`config.mk`:
```
export PLATFORM = sky130hd
export DESIGN_NAME = miss_tracker
export DESIGN_NICKNAME = d
export VERILOG_FILES = /design/src/rtl/miss_tracker_pkg.sv /design/src/rtl/mt_pend_cnt.sv /design/src/rtl/mt_merge.sv /design/src/rtl/miss_tracker.sv
export SDC_FILE = /design/constraint.sdc
export NUM_CORES = 1
export LEC_CHECK = 0
export ABC_AREA = 1
export ABC_CLOCK_PERIOD_IN_PS = 1400
export BUFFER_PORTS_ARGS = -buffer_cell sky130_fd_sc_hd__clkbuf_2
export CAP_MARGIN = 0
export CORE_MARGIN = 3
export CORE_UTILIZATION = 40
export DETAILED_ROUTE_END_ITERATION = 8
export PLACE_DENSITY = 0.76
export SLEW_MARGIN = 40
export SYNTH_ARGS = -nofsm -noshare
export SYNTH_HDL_FRONTEND = slang
export SYNTH_SLANG_ARGS = --single-unit
```
`constraint.sdc`:
```
create_clock -name clk -period 1.4 [get_ports clk]
set_input_delay 0.35 -clock clk [delete_from_list [all_inputs] [get_ports clk]]
set_output_delay 0.35 -clock clk [all_outputs]
set_load 0.005 [all_outputs]
```
`src/rtl/miss_tracker_pkg.sv`:
```
package miss_tracker_pkg;
  typedef enum logic [2:0] {
    RK_DATA      = 3'd0,
    RK_DATA_EXCL = 3'd1,
    RK_DATA_SHR  = 3'd2,
    RK_ACK       = 3'd3,
    RK_ACK_SHR   = 3'd4
  } rsp_kind_e;

  typedef enum logic [1:0] {
    TS_IDLE  = 2'd0,
    TS_WAIT  = 2'd1,
    TS_UNBLK = 2'd2
  } trk_state_e;

  function automatic logic kind_has_data(input logic [2:0] k);
    return (k == RK_DATA) || (k == RK_DATA_EXCL) || (k == RK_DATA_SHR);
  endfunction

  function automatic logic kind_is_shared(input logic [2:0] k);
    return (k == RK_DATA_SHR) || (k == RK_ACK_SHR);
  endfunction
endpackage

```
`src/rtl/mt_pend_cnt.sv`:
```
module mt_pend_cnt #(
  parameter int CNT_W    = 3,
  parameter int LOAD_VAL = 4
) (
  input  logic             clk,
  input  logic             rst,
  input  logic             load,
  input  logic             dec,
  input  logic [CNT_W-1:0] dec_amt,
  output logic [CNT_W-1:0] cnt,
  output logic             hits_zero
);
  localparam logic [CNT_W-1:0] LOAD_C = CNT_W'(LOAD_VAL);

  assign hits_zero = (dec_amt >= cnt);

  always_ff @(posedge clk) begin
    if (rst) begin
      cnt <= '0;
    end else if (load) begin
      cnt <= LOAD_C;
    end else if (dec) begin
      cnt <= hits_zero ? '0 : cnt - dec_amt;
    end
  end

  AST_CNT_DESCENDS: assert property (@(posedge clk) disable iff (rst)
    (dec && !load) |=> (cnt <= $past(cnt)));
endmodule

```
`src/rtl/mt_merge.sv`:
```
module mt_merge
  import miss_tracker_pkg::*;
#(
  parameter int DATA_W = 32
) (
  input  logic              clk,
  input  logic              rst,
  input  logic              clear,
  input  logic              take,
  input  logic [2:0]        kind,
  input  logic [DATA_W-1:0] data,
  input  logic              dirty,
  output logic [DATA_W-1:0] data_q,
  output logic              dirty_q,
  output logic              got_q,
  output logic              shr_q,
  output logic              got_now
);
  logic is_data;
  assign is_data = kind_has_data(kind);
  assign got_now = got_q || (take && is_data);

  always_ff @(posedge clk) begin
    if (rst || clear) begin
      data_q  <= '0;
      dirty_q <= 1'b0;
      got_q   <= 1'b0;
      shr_q   <= 1'b0;
    end else if (take) begin
      if (is_data && (!dirty_q || dirty)) begin
        data_q  <= data;
        dirty_q <= dirty;
      end
      if (is_data) got_q <= 1'b1;
      if (kind_is_shared(kind)) shr_q <= 1'b1;
    end
  end

  AST_DIRTY_STICKS: assert property (@(posedge clk) disable iff (rst)
    (dirty_q && !clear) |=> dirty_q);
endmodule

```
`src/rtl/miss_tracker.sv`:
```
module miss_tracker
  import miss_tracker_pkg::*;
#(
  parameter int NUM_CACHES = 4,
  parameter int ADDR_W     = 16,
  parameter int DATA_W     = 32,
  parameter int ID_W       = 2,
  parameter int HOME_LSB   = 4,
  parameter int MY_ID      = 1,
  parameter int CNT_W      = $clog2(NUM_CACHES + 1)
) (
  input  logic              clk,
  input  logic              rst,
  input  logic              req_valid,
  input  logic              req_write,
  input  logic [ADDR_W-1:0] req_addr,
  output logic              req_ready,
  output logic              rqm_valid,
  output logic              rqm_write,
  output logic [ADDR_W-1:0] rqm_addr,
  output logic [ID_W-1:0]   rqm_src,
  output logic [ID_W-1:0]   rqm_home,
  input  logic              rsp_valid,
  input  logic [2:0]        rsp_kind,
  input  logic [CNT_W-1:0]  rsp_acks,
  input  logic [DATA_W-1:0] rsp_data,
  input  logic              rsp_dirty,
  output logic              ub_valid,
  output logic [ADDR_W-1:0] ub_addr,
  output logic [ID_W-1:0]   ub_home,
  output logic              done_valid,
  output logic [DATA_W-1:0] done_data,
  output logic              done_dirty,
  output logic              done_sharers,
  output logic              done_excl,
  output logic              stray_err
);
  trk_state_e        st;
  logic [ADDR_W-1:0] line_q;
  logic              wr_q;
  logic              accept, take, fin;
  logic [CNT_W-1:0]  pend;
  logic              pend_zero;
  logic              got_q, got_now, shr_q;

  assign req_ready = (st == TS_IDLE);
  assign accept    = req_ready && req_valid;
  assign take      = rsp_valid && (st == TS_WAIT);
  assign fin       = take && pend_zero && got_now;

  mt_pend_cnt #(.CNT_W(CNT_W), .LOAD_VAL(NUM_CACHES)) u_cnt (
    .clk(clk), .rst(rst), .load(accept), .dec(take), .dec_amt(rsp_acks),
    .cnt(pend), .hits_zero(pend_zero)
  );

  mt_merge #(.DATA_W(DATA_W)) u_merge (
    .clk(clk), .rst(rst), .clear(accept), .take(take), .kind(rsp_kind),
    .data(rsp_data), .dirty(rsp_dirty), .data_q(done_data), .dirty_q(done_dirty),
    .got_q(got_q), .shr_q(shr_q), .got_now(got_now)
  );

  assign rqm_addr     = line_q;
  assign rqm_write    = wr_q;
  assign rqm_src      = ID_W'(MY_ID);
  assign rqm_home     = line_q[HOME_LSB +: ID_W];
  assign ub_addr      = line_q;
  assign ub_home      = line_q[HOME_LSB +: ID_W];
  assign done_sharers = shr_q && !wr_q;
  assign done_excl    = wr_q || !shr_q;

  always_ff @(posedge clk) begin
    if (rst) begin
      st         <= TS_IDLE;
      line_q     <= '0;
      wr_q       <= 1'b0;
      rqm_valid  <= 1'b0;
      done_valid <= 1'b0;
      ub_valid   <= 1'b0;
      stray_err  <= 1'b0;
    end else begin
      rqm_valid  <= 1'b0;
      done_valid <= 1'b0;
      ub_valid   <= 1'b0;
      stray_err  <= rsp_valid && (st != TS_WAIT);
      case (st)
        TS_IDLE: if (req_valid) begin
          line_q    <= req_addr;
          wr_q      <= req_write;
          rqm_valid <= 1'b1;
          st        <= TS_WAIT;
        end
        TS_WAIT: if (fin) begin
          done_valid <= 1'b1;
          st         <= TS_UNBLK;
        end
        default: begin
          ub_valid <= 1'b1;
          st       <= TS_IDLE;
        end
      endcase
    end
  end

  AST_RQM_PULSE: assert property (@(posedge clk) disable iff (rst)
    rqm_valid |=> !rqm_valid);
  AST_BUSY_AFTER_ISSUE: assert property (@(posedge clk) disable iff (rst)
    rqm_valid |-> !req_ready);
  AST_DONE_NEEDS_DATA: assert property (@(posedge clk) disable iff (rst)
    done_valid |-> got_q);
  AST_UNBLOCK_FOLLOWS: assert property (@(posedge clk) disable iff (rst)
    done_valid |=> (ub_valid && !done_valid));
  AST_WRITE_EXCL: assert property (@(posedge clk) disable iff (rst)
    (done_valid && wr_q) |-> (done_excl && !done_sharers));
  AST_STRAY_NO_DONE: assert property (@(posedge clk) disable iff (rst)
    (rsp_valid && st == TS_IDLE) |=> !done_valid);
endmodule

```
==> flow_summary.rst <==
.. list-table::
   :header-rows: 1

   * - Metric
     - Value
   * - Wire length of the first global-routing pass
     - 9920 um
   * - Max rail drop VDD
     - 0.000651 V
   * - Gate power share
     - 0.135
   * - Endpoint type of the worst setup path
     - flip-flop
   * - Detailed Route WL
     - 6310 um
   * - Initial Utilization
     - 0.425
   * - Syn Area/Cell
     - 7.99 um^2
   * - Clock skew after layout
     - 0.00683 ns
   * - Floorplan die width
     - 86.2 um
   * - Count of maximum capacitance violations
     - 0
   * - Combinational family with the most area after synthesis
     - simple AND/OR/NAND/NOR gates
   * - Total of buffers placed on input and output ports
     - 136
   * - End of the worst hold path
     - rqm_addr[11]
   * - Worst path arrival time
     - 1.59 ns
   * - Post-route fraction of the period consumed by the critical path
     - 0.960
   * - Switching power share of the total
     - 0.240
   * - Maximum net fanout on the critical path
     - 2
   * - Vias per cell
     - 4.64
   * - Setup slack on the worst flop-to-flop path
     - 0.06 ns
   * - Status
     - complete, no violations
   * - Critical Path Slowest Stage Cell
     - sky130_fd_sc_hd__dfxtp_2
   * - Final Util
     - 0.560
   * - Max-slew violations
     - 0
   * - Deepest level of the CTS H-tree
     - 3
   * - Count of boundary I/O pins
     - 139
   * - Pin count of the biggest net entering global routing
     - 33
   * - Post-detailed-placement half-perimeter wirelength
     - 4690 um
   * - Vertical die dimension
     - 86.2 um
   * - Total grt overflow
     - 0
   * - Post-DR wirelength/cell
     - 12.2 um
   * - Endpoints failing hold
     - 0
   * - Initial DRC count
     - 63
   * - Non-filler instance count after layout
     - 517
   * - Hold-critical path depth
     - 3
   * - Startpoint types
     - flip-flop
   * - CTS sink count
     - 61
   * - Latest clock arrival within the worst-skew pair
     - 0.32 ns
   * - Global-route usage over all layers
     - 0.167
   * - Area enclosed by the die boundary
     - 0.00743 mm^2
   * - Fmax
     - 744 MHz
   * - Vias in the first global route
     - 2254
   * - Number of CTS-inserted buffers
     - 9
   * - Number of flip-flops and latches in the synthesized netlist
     - 61
   * - Power, Total
     - 0.00415 W
   * - Shortest clock period the worst path allows after layout
     - 1.34 ns
   * - Top Family by Delay on Critical Path
     - adder cells
   * - Ant. Diodes
     - 0
   * - Type of the most critical hold path
     - in -> reg
   * - Critical-path cell list
     - inv_2 > ha_4 > inv_2 > fa_2 > nand2_1 > nand2_1 > nor2_1 > nand3_1 > a21oi_1
   * - Fraction of the mapped netlist area in simple logic gates
     - 0.270
   * - CTS Root Buffer Type
     - sky130_fd_sc_hd__clkbuf_8
   * - Antenna viol nets, final
     - 0
   * - Clock share of power
     - 0.417
   * - RSZ-0062 raised after global routing
     - yes
   * - Final weighted congestion of routability-driven global placement
     - 0.765
   * - Compound-Gate Fraction of Synth Area
     - 0.0826
   * - Share of post-route cells with drive strength above 1
     - 0.421
   * - Distinct cells, synth
     - 22
   * - Syn. warnings
     - 0
   * - Power per cell area
     - 1220 mW/mm^2
   * - Part of the power in registers
     - 0.449
   * - Synth Area in XOR/XNOR
     - 0
   * - Origin of the worst min-delay path
     - req_addr[11]
   * - Clock tree from TritonCTS
     - yes
   * - Seq/Total Area, Yosys
     - 0.474
   * - Register-to-Register Path Depth
     - 9
   * - Cell count after synthesis
     - 322
   * - Number of nets in the layout
     - 501
   * - Static Leak
     - 1.66 nW
   * - Area of the mapped netlist
     - 0.00257 mm^2
   * - Number of placement rows
     - 28
   * - Required time of the critical path
     - 1.64 ns
   * - Core footprint
     - 0.00606 mm^2
   * - Sw Pwr
     - 0.000997 W
   * - Maximum buffer depth of the clock tree
     - 2
   * - Adder and majority gate portion of the synthesized area
     - 0.0224
   * - Clock edge transition at the registers on the reported setup and hold paths
     - 0.06 ns
   * - DR vias
     - 2399
   * - Buf+Inv Stages, Crit Path
     - 2
   * - Maximum single-stage delay on the critical path
     - 0.33 ns
   * - CP Class
     - reg -> reg
   * - Cell total after placement
     - 501
   * - Source of the worst register-to-register timing path
     - u_cnt.cnt[0]
   * - Post CTS Setup Buffer Count
     - 0
   * - First-pass iteration count of the detailed router
     - 4
   * - Endpoint of the most critical register-to-register path
     - u_cnt.cnt[2]
   * - Internal power summed over all cells
     - 0.00315 W
   * - Net count after synthesis
     - 386
   * - Final setup violating endpoints
     - 0
   * - DRC violation count after routing
     - 0
   * - Area growth from synthesis to layout
     - 31.9%
   * - Multiplexer share of the synthesized area
     - 0
   * - Initial antenna violation count
     - 0
==> tightest hold or removal path: cells and delay by family <==
kind | cells | cell delay [ns]
buf+inv | 1 | 0.07
simple gates | 2 | 0.08
==> Yosys cell counts <==
cell	n	area, um^2
sky130_fd_sc_hd__ha_1	3	37.5
sky130_fd_sc_hd__inv_4	2	12.5
sky130_fd_sc_hd__nand2_2	8	50.1
sky130_fd_sc_hd__conb_1	2	7.51
sky130_fd_sc_hd__a21oi_1	37	185
sky130_fd_sc_hd__nor2_4	2	22.5
sky130_fd_sc_hd__buf_6	5	56.3
sky130_fd_sc_hd__nand3_4	1	17.5
sky130_fd_sc_hd__buf_12	1	20.0
sky130_fd_sc_hd__inv_1	15	56.3
sky130_fd_sc_hd__dfxtp_1	61	1220
sky130_fd_sc_hd__o21ai_0	2	10.0
sky130_fd_sc_hd__nor2_1	14	52.6
sky130_fd_sc_hd__nand2_1	93	349
sky130_fd_sc_hd__buf_4	27	203
sky130_fd_sc_hd__fa_1	1	20.0
sky130_fd_sc_hd__inv_2	2	7.51
sky130_fd_sc_hd__nand2_4	1	11.3
sky130_fd_sc_hd__a21oi_2	2	17.5
sky130_fd_sc_hd__nor2_2	1	6.26
sky130_fd_sc_hd__buf_2	5	25.0
sky130_fd_sc_hd__nand3_1	37	185
==> power by group through the flow <==
stage               Clock, W  Sequential [W]  Combinational, W
detailed placement         0         0.00190          0.000543
floorplan                  0         0.00190          0.000362
finish               0.00173         0.00186          0.000559
global placement           0         0.00189          0.000530
global route         0.00186         0.00187          0.000628
CTS                  0.00178         0.00186          0.000545
==> metrics by stage <==
step / setup slack (ns) / hold WS, ns / TNS, ns / area (um^2)
finish: 0.0565 / 0.218 / 0 / 3390
CTS: 0.0251 / 0.200 / 0 / 3350
global placement: -0.0280 / 0.448 / -0.0280 / 3130
global route: -0.0198 / 0.212 / -0.0198 / 3390
floorplan: 0.0953 / 0.445 / 0 / 2570
detailed placement: -0.0946 / 0.452 / -0.146 / 3130
==> worst max path at each step <==
stage / slack [ns] / start / to / cells after the start
after global placement: -0.03 / rsp_acks[0] / u_cnt.cnt[2] / 9
after CTS: 0.03 / u_merge.shr_q / done_excl / 4
after detailed placement: -0.09 / rsp_acks[0] / u_cnt.cnt[2] / 9
final: 0.06 / u_cnt.cnt[0] / u_cnt.cnt[2] / 9
after global routing: -0.02 / u_cnt.cnt[0] / u_cnt.cnt[2] / 9
after floorplan: 0.1 / rsp_acks[0] / u_cnt.cnt[2] / 8
==> metal layers <==
layer | wire [um] | vias up | GRT usage
met5 | 0 | - | 0
met4 | 56 | 0 | 0.0822
met3 | 357 | 4 | 0.0323
met2 | 3380 | 75 | 0.303
met1 | 2520 | 1093 | 0.185
li1 | - | 1227 | -
==> area by class of cell <==
class                      count  area, um^2
fill                         597        2670
sequential                    61        1220
multi-input combinational    204        1010
timing repair buffer         142         763
clock buffer                  12         155
tap                           75        93.8
inverter                      19        76.3
clock inverter                 4        70.1
==> state kept, by name (all words and copies together) (netlist names) <==
name             cells
rqm_valid            1
ub_valid             1
st                   2
u_merge.data_q      32
stray_err            1
u_merge.dirty_q      1
u_cnt.cnt            3
rqm_addr            16
u_merge.shr_q        1
u_merge.got_q        1
rqm_write            1
done_valid           1
==> kinds of logic after synthesis <==
logic type | Yosys count
compound gates | 41
fa+ha+maj | 4
buf+inv | 57
flops | 61
other cells | 2
simple gates | 157
==> placed cells by master (no fill, tap or decap), types with 2 or more instances in the layout <==
cell and count:
sky130_fd_sc_hd__clkbuf_2 136, sky130_fd_sc_hd__nand2_1 92, sky130_fd_sc_hd__dfxtp_1 60, sky130_fd_sc_hd__nand3_1 36
sky130_fd_sc_hd__a21oi_1 35, sky130_fd_sc_hd__inv_1 13, sky130_fd_sc_hd__nor2_1 13, sky130_fd_sc_hd__clkbuf_8 11
sky130_fd_sc_hd__nand2_2 9, sky130_fd_sc_hd__inv_2 4, sky130_fd_sc_hd__a21oi_2 4, sky130_fd_sc_hd__buf_4 3
sky130_fd_sc_hd__buf_12 3, sky130_fd_sc_hd__nor2_2 2, sky130_fd_sc_hd__nor2_4 2, sky130_fd_sc_hd__inv_4 2
sky130_fd_sc_hd__o21ai_0 2, sky130_fd_sc_hd__ha_1 2, sky130_fd_sc_hd__conb_1 2, sky130_fd_sc_hd__clkinv_2 2
sky130_fd_sc_hd__bufinv_16 2
==> timing repair <==
action                                  CTS  global route
pin swaps                                 0             1
endpoints found under the setup margin    1             5
cloned                                    0             0
hold buffers                              0             0
gates resized for setup                   1            11
Note: power is estimated with default switching activity, not from simulation.
